`config.mk`:
```
export PLATFORM = sky130hd
export DESIGN_NAME = adc_stage_cal_top
export DESIGN_NICKNAME = d
export VERILOG_FILES = /design/src/rtl/adc_cal_pkg.sv /design/src/rtl/adc_cal_ctrl.sv /design/src/rtl/adc_cal_datapath.sv /design/src/rtl/adc_stage_cal_top.sv
export SDC_FILE = /design/constraint.sdc
export NUM_CORES = 2
export LEC_CHECK = 0
export BUFFER_PORTS_ARGS = -buffer_cell sky130_fd_sc_hd__buf_2
export CORE_ASPECT_RATIO = 1.5
export CORE_MARGIN = 2
export CORE_UTILIZATION = 45
export CTS_BUF_LIST = sky130_fd_sc_hd__clkbuf_8
export CTS_CLUSTER_SIZE = 28
export DETAILED_ROUTE_END_ITERATION = 16
export GPL_TIMING_DRIVEN = 0
export SYNTH_ARGS = -nofsm -noshare
export SYNTH_HDL_FRONTEND = slang
export SYNTH_SLANG_ARGS = --single-unit
```
`constraint.sdc`:
```
create_clock -name clk -period 9.6 [get_ports clk]
set_input_delay 1.92 -clock clk [delete_from_list [all_inputs] [get_ports clk]]
set_output_delay 1.92 -clock clk [all_outputs]
set_load 0.02 [all_outputs]
```
`src/rtl/adc_cal_pkg.sv`:
```
package adc_cal_pkg;
  localparam int STAGE_N = 4;
  localparam int STAGE_W = 2;
  localparam int SEG_W   = 5;

  typedef enum logic [1:0] {
    MODE_NORMAL = 2'd0,
    MODE_OFFSET = 2'd1,
    MODE_SLOPE  = 2'd2,
    MODE_DEBUG  = 2'd3
  } calMode_e;

  typedef struct packed {
    logic               wrOffset;
    logic               keepFirst;
    logic               wrGain;
    logic [STAGE_W-1:0] stage;
    logic [SEG_W-1:0]   seg;
  } calStrobe_t;

  // Resolution level: 1.5-bit -> 0, 2.5-bit -> 1, 3.5-bit -> 2
  function automatic int stageLevel(int s);
    if (s == 0) return 0;
    if (s == STAGE_N - 1) return 2;
    return 1;
  endfunction

  function automatic int segCount(int segBase, int s);
    return segBase << stageLevel(s);
  endfunction
endpackage

```
`src/rtl/adc_cal_ctrl.sv`:
```
module adc_cal_ctrl
  import adc_cal_pkg::*;
#(
  parameter int SEG_BASE = 6
) (
  input  logic               clk,
  input  logic               rstN,
  input  logic [1:0]         modeSel,
  input  logic               calStart,
  input  logic               calAbort,
  input  logic               capValid,
  output logic               stimReq,
  output logic [STAGE_W-1:0] stimStage,
  output logic [SEG_W-1:0]   stimSeg,
  output logic               calBusy,
  output logic               calDone,
  output logic               debugView,
  output calStrobe_t         strobe
);
  typedef enum logic [1:0] {ST_IDLE, ST_STIM, ST_GAP} ctrlState_e;

  ctrlState_e         stateQ;
  logic [STAGE_W-1:0] stageQ;
  logic [SEG_W-1:0]   segQ;
  logic               slopeRunQ;
  logic               doneQ;
  logic [SEG_W-1:0]   lastSeg;
  logic               endOfStage;
  logic               capEdge;
  calMode_e           modeNow;

  assign modeNow = calMode_e'(modeSel);

  always_comb begin
    lastSeg    = SEG_W'(segCount(SEG_BASE, int'(stageQ)) - 1);
    endOfStage = slopeRunQ ? (segQ != '0) : (segQ == lastSeg);
    capEdge    = (stateQ == ST_STIM) && capValid && !calAbort;
  end

  always_ff @(posedge clk or negedge rstN) begin
    if (!rstN) begin
      stateQ    <= ST_IDLE;
      stageQ    <= '0;
      segQ      <= '0;
      slopeRunQ <= 1'b0;
      doneQ     <= 1'b0;
    end else begin
      case (stateQ)
        ST_IDLE: begin
          if (calStart && (modeNow == MODE_OFFSET || modeNow == MODE_SLOPE)) begin
            stateQ    <= ST_STIM;
            stageQ    <= '0;
            segQ      <= '0;
            doneQ     <= 1'b0;
            slopeRunQ <= (modeNow == MODE_SLOPE);
          end
        end
        ST_STIM: begin
          if (calAbort) begin
            stateQ <= ST_IDLE;
          end else if (capValid) begin
            if (endOfStage) begin
              if (stageQ == STAGE_W'(STAGE_N - 1)) begin
                stateQ <= ST_IDLE;
                doneQ  <= 1'b1;
              end else begin
                stageQ <= stageQ + 1'b1;
                segQ   <= '0;
                stateQ <= ST_GAP;
              end
            end else begin
              segQ   <= slopeRunQ ? lastSeg : segQ + 1'b1;
              stateQ <= ST_GAP;
            end
          end
        end
        ST_GAP: begin
          stateQ <= calAbort ? ST_IDLE : ST_STIM;
        end
        default: stateQ <= ST_IDLE;
      endcase
    end
  end

  always_comb begin
    strobe.wrOffset  = capEdge && !slopeRunQ;
    strobe.keepFirst = capEdge && slopeRunQ && (segQ == '0);
    strobe.wrGain    = capEdge && slopeRunQ && (segQ != '0);
    strobe.stage     = stageQ;
    strobe.seg       = segQ;
  end

  assign stimReq   = (stateQ == ST_STIM);
  assign stimStage = stageQ;
  assign stimSeg   = segQ;
  assign calBusy   = (stateQ != ST_IDLE);
  assign calDone   = doneQ;
  assign debugView = (stateQ == ST_IDLE) && (modeNow == MODE_DEBUG);

  // stages are visited in rising order within a run
  assert_stage_order_R3: assert property (@(posedge clk) disable iff (!rstN)
    (calBusy && $past(calBusy)) |-> (stimStage >= $past(stimStage)));

  // requested segment always lies inside the stage's segment range
  assert_seg_in_range_R3: assert property (@(posedge clk) disable iff (!rstN)
    stimReq |-> (int'(stimSeg) < segCount(SEG_BASE, int'(stimStage))));

  // a start pulse during a pending point changes nothing
  assert_start_ignored_R7: assert property (@(posedge clk) disable iff (!rstN)
    (stimReq && calStart && !capValid && !calAbort) |=> (stimReq && $stable(stimStage) && $stable(stimSeg)));

  // abort ends the run on the next cycle without done
  assert_abort_idle_R8: assert property (@(posedge clk) disable iff (!rstN)
    (calBusy && calAbort) |=> (!calBusy && !calDone));

  // done only appears with the controller idle
  assert_done_idle_R6: assert property (@(posedge clk) disable iff (!rstN)
    $rose(calDone) |-> !calBusy);
endmodule

```
`src/rtl/adc_cal_datapath.sv`:
```
module adc_cal_datapath
  import adc_cal_pkg::*;
#(
  parameter int DATA_W   = 12,
  parameter int COEF_W   = 12,
  parameter int SEG_BASE = 6,
  parameter int REF_SPAN = 64
) (
  input  logic                     clk,
  input  logic                     rstN,
  input  calStrobe_t               strobe,
  input  logic [DATA_W-1:0]        capData,
  input  logic                     debugView,
  input  logic [STAGE_W-1:0]       dbgStage,
  input  logic [SEG_W-1:0]         dbgSeg,
  output logic signed [COEF_W-1:0] dbgCoef,
  output logic signed [COEF_W-1:0] dbgGain,
  output logic [DATA_W-1:0]        dbgCapture
);
  localparam int MAX_SEG = SEG_BASE << 2;

  logic signed [COEF_W-1:0] coefArr [STAGE_N][MAX_SEG];
  logic signed [COEF_W-1:0] gainArr [STAGE_N];
  logic [DATA_W-1:0]        firstCap;
  logic [DATA_W-1:0]        lastCap;

  logic [STAGE_W-1:0]       prevStage;
  logic [SEG_W-1:0]         priorIdx;
  logic signed [COEF_W-1:0] priorCoef;
  logic signed [COEF_W-1:0] newCoef;
  logic signed [COEF_W-1:0] newGain;
  int                       stepNow;
  int                       cntNow;
  int                       prevCnt;
  int                       offsetVal;
  int                       gainVal;

  // Ideal code and previous-stage term for the point being captured
  always_comb begin
    stepNow   = REF_SPAN >> stageLevel(int'(strobe.stage));
    cntNow    = segCount(SEG_BASE, int'(strobe.stage));
    prevStage = strobe.stage - 1'b1;
    prevCnt   = (strobe.stage == '0) ? cntNow : segCount(SEG_BASE, int'(prevStage));
    priorIdx  = (int'(strobe.seg) >= prevCnt) ? SEG_W'(int'(strobe.seg) - prevCnt) : strobe.seg;
    priorCoef = (strobe.stage == '0) ? '0 : coefArr[prevStage][priorIdx];
    offsetVal = int'(capData) - (int'(strobe.seg) + 1) * stepNow - int'(priorCoef);
    gainVal   = int'(capData) - int'(firstCap) - (cntNow - 1) * stepNow;
    newCoef   = COEF_W'(offsetVal);
    newGain   = COEF_W'(gainVal);
  end

  always_ff @(posedge clk or negedge rstN) begin
    if (!rstN) begin
      for (int s = 0; s < STAGE_N; s++) begin
        gainArr[s] <= '0;
        for (int j = 0; j < MAX_SEG; j++) coefArr[s][j] <= '0;
      end
      firstCap <= '0;
      lastCap  <= '0;
    end else begin
      if (strobe.wrOffset && int'(strobe.seg) < MAX_SEG)
        coefArr[strobe.stage][strobe.seg] <= newCoef;
      if (strobe.wrGain)
        gainArr[strobe.stage] <= newGain;
      if (strobe.keepFirst)
        firstCap <= capData;
      if (strobe.wrOffset || strobe.wrGain || strobe.keepFirst)
        lastCap <= capData;
    end
  end

  always_ff @(posedge clk or negedge rstN) begin
    if (!rstN) begin
      dbgCoef    <= '0;
      dbgGain    <= '0;
      dbgCapture <= '0;
    end else begin
      dbgCoef    <= (debugView && int'(dbgSeg) < MAX_SEG) ? coefArr[dbgStage][dbgSeg] : '0;
      dbgGain    <= debugView ? gainArr[dbgStage] : '0;
      dbgCapture <= debugView ? lastCap : '0;
    end
  end

  // at most one write strobe per cycle from the controller
  assert_one_strobe_R4: assert property (@(posedge clk) disable iff (!rstN)
    $onehot0({strobe.wrOffset, strobe.keepFirst, strobe.wrGain}));

  // a gain write targets the last segment of its stage
  assert_gain_on_last_R5: assert property (@(posedge clk) disable iff (!rstN)
    strobe.wrGain |-> (int'(strobe.seg) == cntNow - 1));

  // the first slope point is always segment zero
  assert_first_is_seg0_R5: assert property (@(posedge clk) disable iff (!rstN)
    strobe.keepFirst |-> (strobe.seg == '0));
endmodule

```
`src/rtl/adc_stage_cal_top.sv`:
```
module adc_stage_cal_top
  import adc_cal_pkg::*;
#(
  parameter int DATA_W   = 12,
  parameter int COEF_W   = 12,
  parameter int SEG_BASE = 6,
  parameter int REF_SPAN = 64
) (
  input  logic              clk,
  input  logic              rstN,
  input  logic [1:0]        modeSel,
  input  logic              calStart,
  input  logic              calAbort,
  input  logic              capValid,
  input  logic [DATA_W-1:0] capData,
  output logic              stimReq,
  output logic [1:0]        stimStage,
  output logic [4:0]        stimSeg,
  output logic              calBusy,
  output logic              calDone,
  input  logic [1:0]        dbgStage,
  input  logic [4:0]        dbgSeg,
  output logic [COEF_W-1:0] dbgCoef,
  output logic [COEF_W-1:0] dbgGain,
  output logic [DATA_W-1:0] dbgCapture
);
  calStrobe_t strobe;
  logic       debugView;

  adc_cal_ctrl #(.SEG_BASE(SEG_BASE)) u_ctrl (
    .clk(clk), .rstN(rstN), .modeSel(modeSel), .calStart(calStart),
    .calAbort(calAbort), .capValid(capValid), .stimReq(stimReq),
    .stimStage(stimStage), .stimSeg(stimSeg), .calBusy(calBusy),
    .calDone(calDone), .debugView(debugView), .strobe(strobe)
  );

  adc_cal_datapath #(
    .DATA_W(DATA_W), .COEF_W(COEF_W), .SEG_BASE(SEG_BASE), .REF_SPAN(REF_SPAN)
  ) u_dp (
    .clk(clk), .rstN(rstN), .strobe(strobe), .capData(capData),
    .debugView(debugView), .dbgStage(dbgStage), .dbgSeg(dbgSeg),
    .dbgCoef(dbgCoef), .dbgGain(dbgGain), .dbgCapture(dbgCapture)
  );
endmodule

```
# Word level (Yosys, flattened, before mapping)
# Index checks and enable logic that the tools add are counted.
# op_classes
n_shift,3
mul,2
n_eq_ne,17
addsub,10
n_lt_le_gt_ge,11
n_bitwise,6
reduce_logical,30
mux,68
# ops
operator,count
$mux W288,5
$bmux W288 S2,2
$bwmux W1152,1
$demux W288 S2,1
$mux W12,12
$bmux W12 S5,2
$mul A32 B32 Y12,2
$mux W32,2
$demux W12 S5,1
$bwmux W48,1
$sub A12 B12 Y12,4
$mux W5,7
$ge A6 B32 Y1,1
$shl A3 B2 Y32 const A,1
$shl A3 B32 Y32 const A,1
$shr A7 B2 Y32 const A,1
$sub A32 B2 Y32 const B,1
$mux W2,15
$bmux W12 S2,1
$demux W12 S2,1
$ge A6 B6 Y1 const B,3
$not A5 Y6,3
$mux W1,13
$logic_and A1 B1 Y1,12
29 further kinds,54
# totals
out_inout_bits,46
wordCells,257
in_bits,26
reg_bits,1271

# Depth between registers and ports, before layout
# depth
word_depth,17
ltp_mapped,43

# By module
# Synthesis repeated with hierarchy kept, for this count alone.
# hier_totals
hier_cells,5671
area_unflattened_um2,68772.2
# modules_own_cells
module,cells_per_inst,instances,area_each_um2
adc_cal_datapath,5580,1,67912.6
adc_cal_ctrl,91,1,859.6

# Worst setup path before layout
# OpenSTA, ideal clock, no wires.
# synth_timing
kind,flip-flop to flip-flop
startpoint,register u_ctrl.stageQ[0] (netlist: u_ctrl.stimStage[0])
endpoint,register u_dp.coefArr[1030] (netlist name)
setup_slack_ps,-351
required_ps,9467
setup_time_ps,133
path_stages_with_launch,39
t_arrival_ps,9818
cell_sequence,dfrtp_1 buf_4 buf_4 buf_4 buf_4 buf_1 buf_2 buf_2 inv_1 ha_1 buf_2 clkbuf_1 mux2_2 ha_1 and4b_1 nor2_2 a211oi_2 or2_1 [3 not listed] buf_1 mux4_2 nand2_1 nand3_1 and3_1 ha_1 fa_1 fa_1 fa_1 inv_1 ha_1 a21o_1 a21o_1 a21oi_1 xor2_1 clkbuf_1 clkbuf_1 o21ai_0
# synth_via
elab_chain_cells,17
word_cells_on_any_way,44
cone_classes,add/sub (4); mul (1); order compare (3); eq/ne (2); shift (3); mux (24); bitwise (3); reduce/logical (4)
# synth_rtl
item,line_no,rtl
from (decl),adc_cal_ctrl.sv:23,logic [STAGE_W-1:0] stageQ;
from (signal assigned),adc_cal_ctrl.sv:67,stageQ <= stageQ + 1'b1;
branches (longest 16 deep; another with $mul A32 B32 Y12),n/a,
$bwmux W1152 *,adc_cal_datapath.sv:62,coefArr[strobe.stage][strobe.seg] <= newCoef;
"to (signal, indexed assignment)",adc_cal_datapath.sv:62,
to (decl),adc_cal_datapath.sv:22,logic signed [COEF_W-1:0] coefArr [STAGE_N][MAX_SEG];
# Every way passes the cells marked *. The select of a mux whose other input is x is not followed.
# A chain may end at the register's enable or synchronous reset.

# Worst setup path in the final report
# layout_timing
startpoint,register u_ctrl.stageQ[0] (netlist: u_ctrl.stimStage[0])
endpoint,register u_dp.coefArr[1094] (netlist name)
# Same word-level chain as after synthesis.

==> summary.md <==
| Metric | Value |
|---|---|
| Fraction of registers with async set/reset | between 90% and 100% |
| Cell family contributing the most delay on the critical path | buffers and inverters |
| Post-synthesis cell count | between 5000 and 6000 |
| Post-Layout Cell Count | 8221 |
| Post-placement cell count | 7799 |
| Rows | approximately 170 |
| Largest net degree at the start of global routing | 165 |
| Vias in the first global route | 54840 |
| CTS max path bufs | 3 |
| Drt first pass iters | 6 |
| Worst setup EP type | flip-flop |
| Post-route ant nets | 0 |
| Worst-path cell chain | buf_16 -> buf_16 -> buf_12 -> inv_1 -> ha_1 -> buf_6 -> buf_6 -> buf_6 -> buf_4 -> clkbuf_8 -> buf_8 -> mux4_2 -> mux4_2 -> mux2i_2 -> o21ai_0 -> and3_4 -> buf_4 -> fa_1 -> fa_1 -> xor2_1 -> clkbuf_1 -> clkbuf_1 -> o21ai_0 |
| WL met3 | 35490 microns |
| Post-synth EDFFs | 0 |
| Chip height | about 480 microns |
| Port bufs | 66 |
| Avg WL per Cell | 41.19 microns |
| CTS tree | built |
| Root buffer cell | clkbuf_8 |
| Slowest CP cell | clkbuf_1 |
| Crit-path max cell delay | 1.01 ns |
| Seq cells post-synth | about 1300 |
| Top Metal Used | met5 |
| Worst-Skew Late Latency | 1.08 ns |
| Critical setup path kind | flip-flop to flip-flop |
| Ports | a little over 70 |
| Net Switching | 10.29 mW |
| Total grt overflow | 0 |
| Global-route wire length before repair | 458900 microns |
| Post-Syn Area per Cell | 11.67 sq um |
| Simple-gate portion of the synthesized area | 8.966% |
| Layout cells sized above 1 | 23.31% |
| Area of the multi-input gates | 33410 sq um |
| RD Place Congestion | about 1.1 |
| CTS buffer count | 202 |
| Worst Max-Slew Pin Slew | 1.704 ns |
| Total Power | approximately 21 mW |
| Die X | between 300 and 400 microns |
| Comb pwr share | 47.6% |
| Setup tns final | 0 ns |
| Top cell type's share of synthesized area | a little under half |
| Clock power share | roughly a quarter |
| Mapped cell area | just under 70000 sq um |
| Sequential fraction of design power | approximately 28% |
| Fin. max-slew vios | 98 |
| Worst Path Required | 10.43 ns |
| Via/cell ratio | 6.771 |
| Synth Flop Type | dfrtp_1 |
| Clock sinks | 1271 |
| Mux cell area share after synthesis | 26.13% |
| Run status | finished, violations left |
| Min-Delay Path Class | flip-flop to flip-flop |
| Post-DP Area | ~70000 sq um |
| Tmin final | ~9.6 ns |
| Gr usage total | 44.79% |
| Critical Path Start Type | flip-flop |
| Max Clock Skew | 0.08242 ns |
| Leak pwr | 32.51 nW |
| Routed WL | 338600 microns |
| MaxCap Viol Count | 11 |
| Adder-cell share of the synthesized area | around 3.2% |
| Switch share | 49.90% |
| Top fanout value on the critical path | 16 |
| Met1 wire length | 109900 microns |
| Main combinational cell family by area after synthesis | multiplexers |
| Synth area leader | dfrtp_1 |
| Unique masters post-synth | 64 |
| Initial core utilization | between 40% and 50% |
| Achievable frequency | 104.6 MHz |
| Vias post-DR | roughly 56000 |
| Initial antenna violation count | between 40 and 50 |
| DRT iter0 DRCs | 7578 |
| Power Density | 269.9 nW/um^2 |
| Final Cycle Share | 99.55% |
| Hold Fails Final Rpt | 0 |
| Core Area | 149300 sq um |
| Top cells by area, synth | dfrtp_1, mux4_2, o21ai_0, nand2_1, clkbuf_1 |
| Failing checks | max-capacitance violations, max-slew violations |
| Post-detail-place hpwl | 252200 microns |
| RSZ-0062 raised after global routing | false |
| Yosys warning count | 0 |
| Compound-cell area share of the yosys netlist | around a tenth |
| Peak supply drop | a little over 500 uV |
| Clock slew at reported path FFs | 0.07 ns |
| # setup viols final | 0 |
| Worst Hold Slack | 0.4820 ns |
| Register area | 31810 sq um |
| Fill cells | 13470 |
| Cell Int Power | 10.33 mW |
| Synth Area in XOR/XNOR | 0.7195% |
| Most used cell, CP | buf_6 |
| Max_slew headroom | -13.58% |
| Seq/Total Area, Yosys | between 40 and 50% |
| CTS HTree Levels | 4 |
| Worst path arrival time | about 10 ns |
| CTS hold repair buffers | 0 |
| DRC Markers | 0 |
| Final #Nets | 6261 |
| Final cell area excluding filler cells | approximately 76000 sq um |
| Area Overhead vs Synth | 13.20% |
| Worst path buffer plus inverter count | 13 |
| Met2 Wirelength | 151900 microns |
| Die area | 153100 sq um |
power groups by stage:
| stage | combinational [mW] | sequential (mW) | clock, mW |
|---|---|---|---|
| 3_5_place_dp | 8.35 | 5.81 | 0 |
| 5_1_grt | 9.51 | 5.74 | 5.30 |
| 4_1_cts | 9.30 | 5.72 | 5.08 |
| 6_report | 9.81 | 5.73 | 5.07 |
| 3_3_place_gp | 8.27 | 5.81 | 0 |
| 2_1_floorplan | 2.98 | 5.76 | 0 |
placed cells by master, fill, tap and decap left out, types with 38 or more instances in the layout:
cell type     n
clkbuf_2     43
diode_2      40
clkbuf_8    275
o21ai_1     124
buf_2       102
ha_1        101
mux4_2      739
nor2_1       67
nand2_1    1350
fa_1         38
dfrtp_1    1270
mux2_2       71
clkbuf_1    323
inv_1       161
o21ai_0    1080
buf_4        40
per-layer routing:
| metal | vias up | global-route usage [%] |
|---|---|---|
| met5 | - | 0 |
| met4 | 22 | 43.43 |
| met3 | 1349 | 13.02 |
| met2 | 4061 | 67.74 |
| met1 | 28680 | 50.36 |
| li1 | 21560 | - |
stage by stage:
step / setup WS [ns] / util (%)
after CTS: -0.001599 / 51.05
after detailed placement: -7.662 / 47.28
final: 0.04342 / 51.14
after floorplan: 0.002798 / -
after global routing: 0.01179 / 51.10
after global placement: -22.24 / 47.03
state kept, by name (all words and copies together), names as in the netlist:
register	flops
u_dp.dbgGain	12
u_ctrl.calDone	1
u_ctrl.slopeRunQ	1
u_dp.dbgCapture	12
u_ctrl.stimSeg	5
u_ctrl.stateQ	2
u_dp.coefArr	1152
u_ctrl.stimStage	2
u_dp.gainArr	48
u_dp.dbgCoef	12
u_dp.lastCap	12
u_dp.firstCap	12
cell type report:
cell class | count | share of cell area [%]
timing repair buffer | 106 | 1.219
sequential | 1271 | 41.65
clock buffer | 257 | 4.631
inverter | 105 | 0.5160
antenna | 40 | 0.1311
tap | 1936 | 3.171
multi-input combinational | 3869 | 43.74
clock inverter | 103 | 0.9600
buffer | 534 | 3.982
cell families after synthesis:
family	count (synthesis)
AOI/OAI and AO/OA	1297
xor gates and xnor gates	52
adders and majority gates	147
buffers and inverters	644
DFF	1271
muxes	828
other	2
and+or+nand+nor	1540
what timing repair did:
item / CTS / global route
pin swaps: 12 / 4
setup buffers: 17 / 7
setup endpoints to repair: 1175 / 599
resized for setup: 295 / 15
gates cloned: 2 / 0
endpoints found under the hold margin: 0 / 0
synthesized netlist by cell type (all sizes together), types with 5 or more instances:
master,n
clkbuf,419
a22oi,13
nand2,1353
o21ai,1205
a31oi,12
buf,120
nand3,21
a21oi,17
xor2,8
mux4,739
mux2i,17
and2,19
inv,105
fa,39
mux2,72
and3,37
nor3,9
nor2,69
a211oi,5
xnor2,44
nand2b,7
ha,107
or2,6
nor2b,10
dfrtp,1271
a21o,10
tightest hold or removal path, cell delays in order, from the launching register on:
cell and delay, ns:
dfrtp_1 0.34, nand2_1 0.04, o21ai_0 0.06
worst paths after layout:
kind,startpoint,endpoint,slack (ns),cells after the start
max,u_ctrl.stimStage[0]$_DFFE_PN0P_,u_dp.coefArr[1094]$_DFFE_PN0P_,0.04,23
min,u_dp.gainArr[38]$_DFFE_PN0P_,u_dp.gainArr[38]$_DFFE_PN0P_,0.48,2
max reg2reg,u_ctrl.stimStage[0]$_DFFE_PN0P_,u_dp.coefArr[1094]$_DFFE_PN0P_,0.04,23
min reg2reg,u_dp.gainArr[38]$_DFFE_PN0P_,u_dp.gainArr[38]$_DFFE_PN0P_,0.48,2
max in group asynchronous,rstN,u_dp.coefArr[427]$_DFFE_PN0P_,5.82,5
min in group asynchronous,rstN,u_dp.coefArr[211]$_DFFE_PN0P_,0.86,1
No activity file was read; power rests on OpenSTA's default activity.
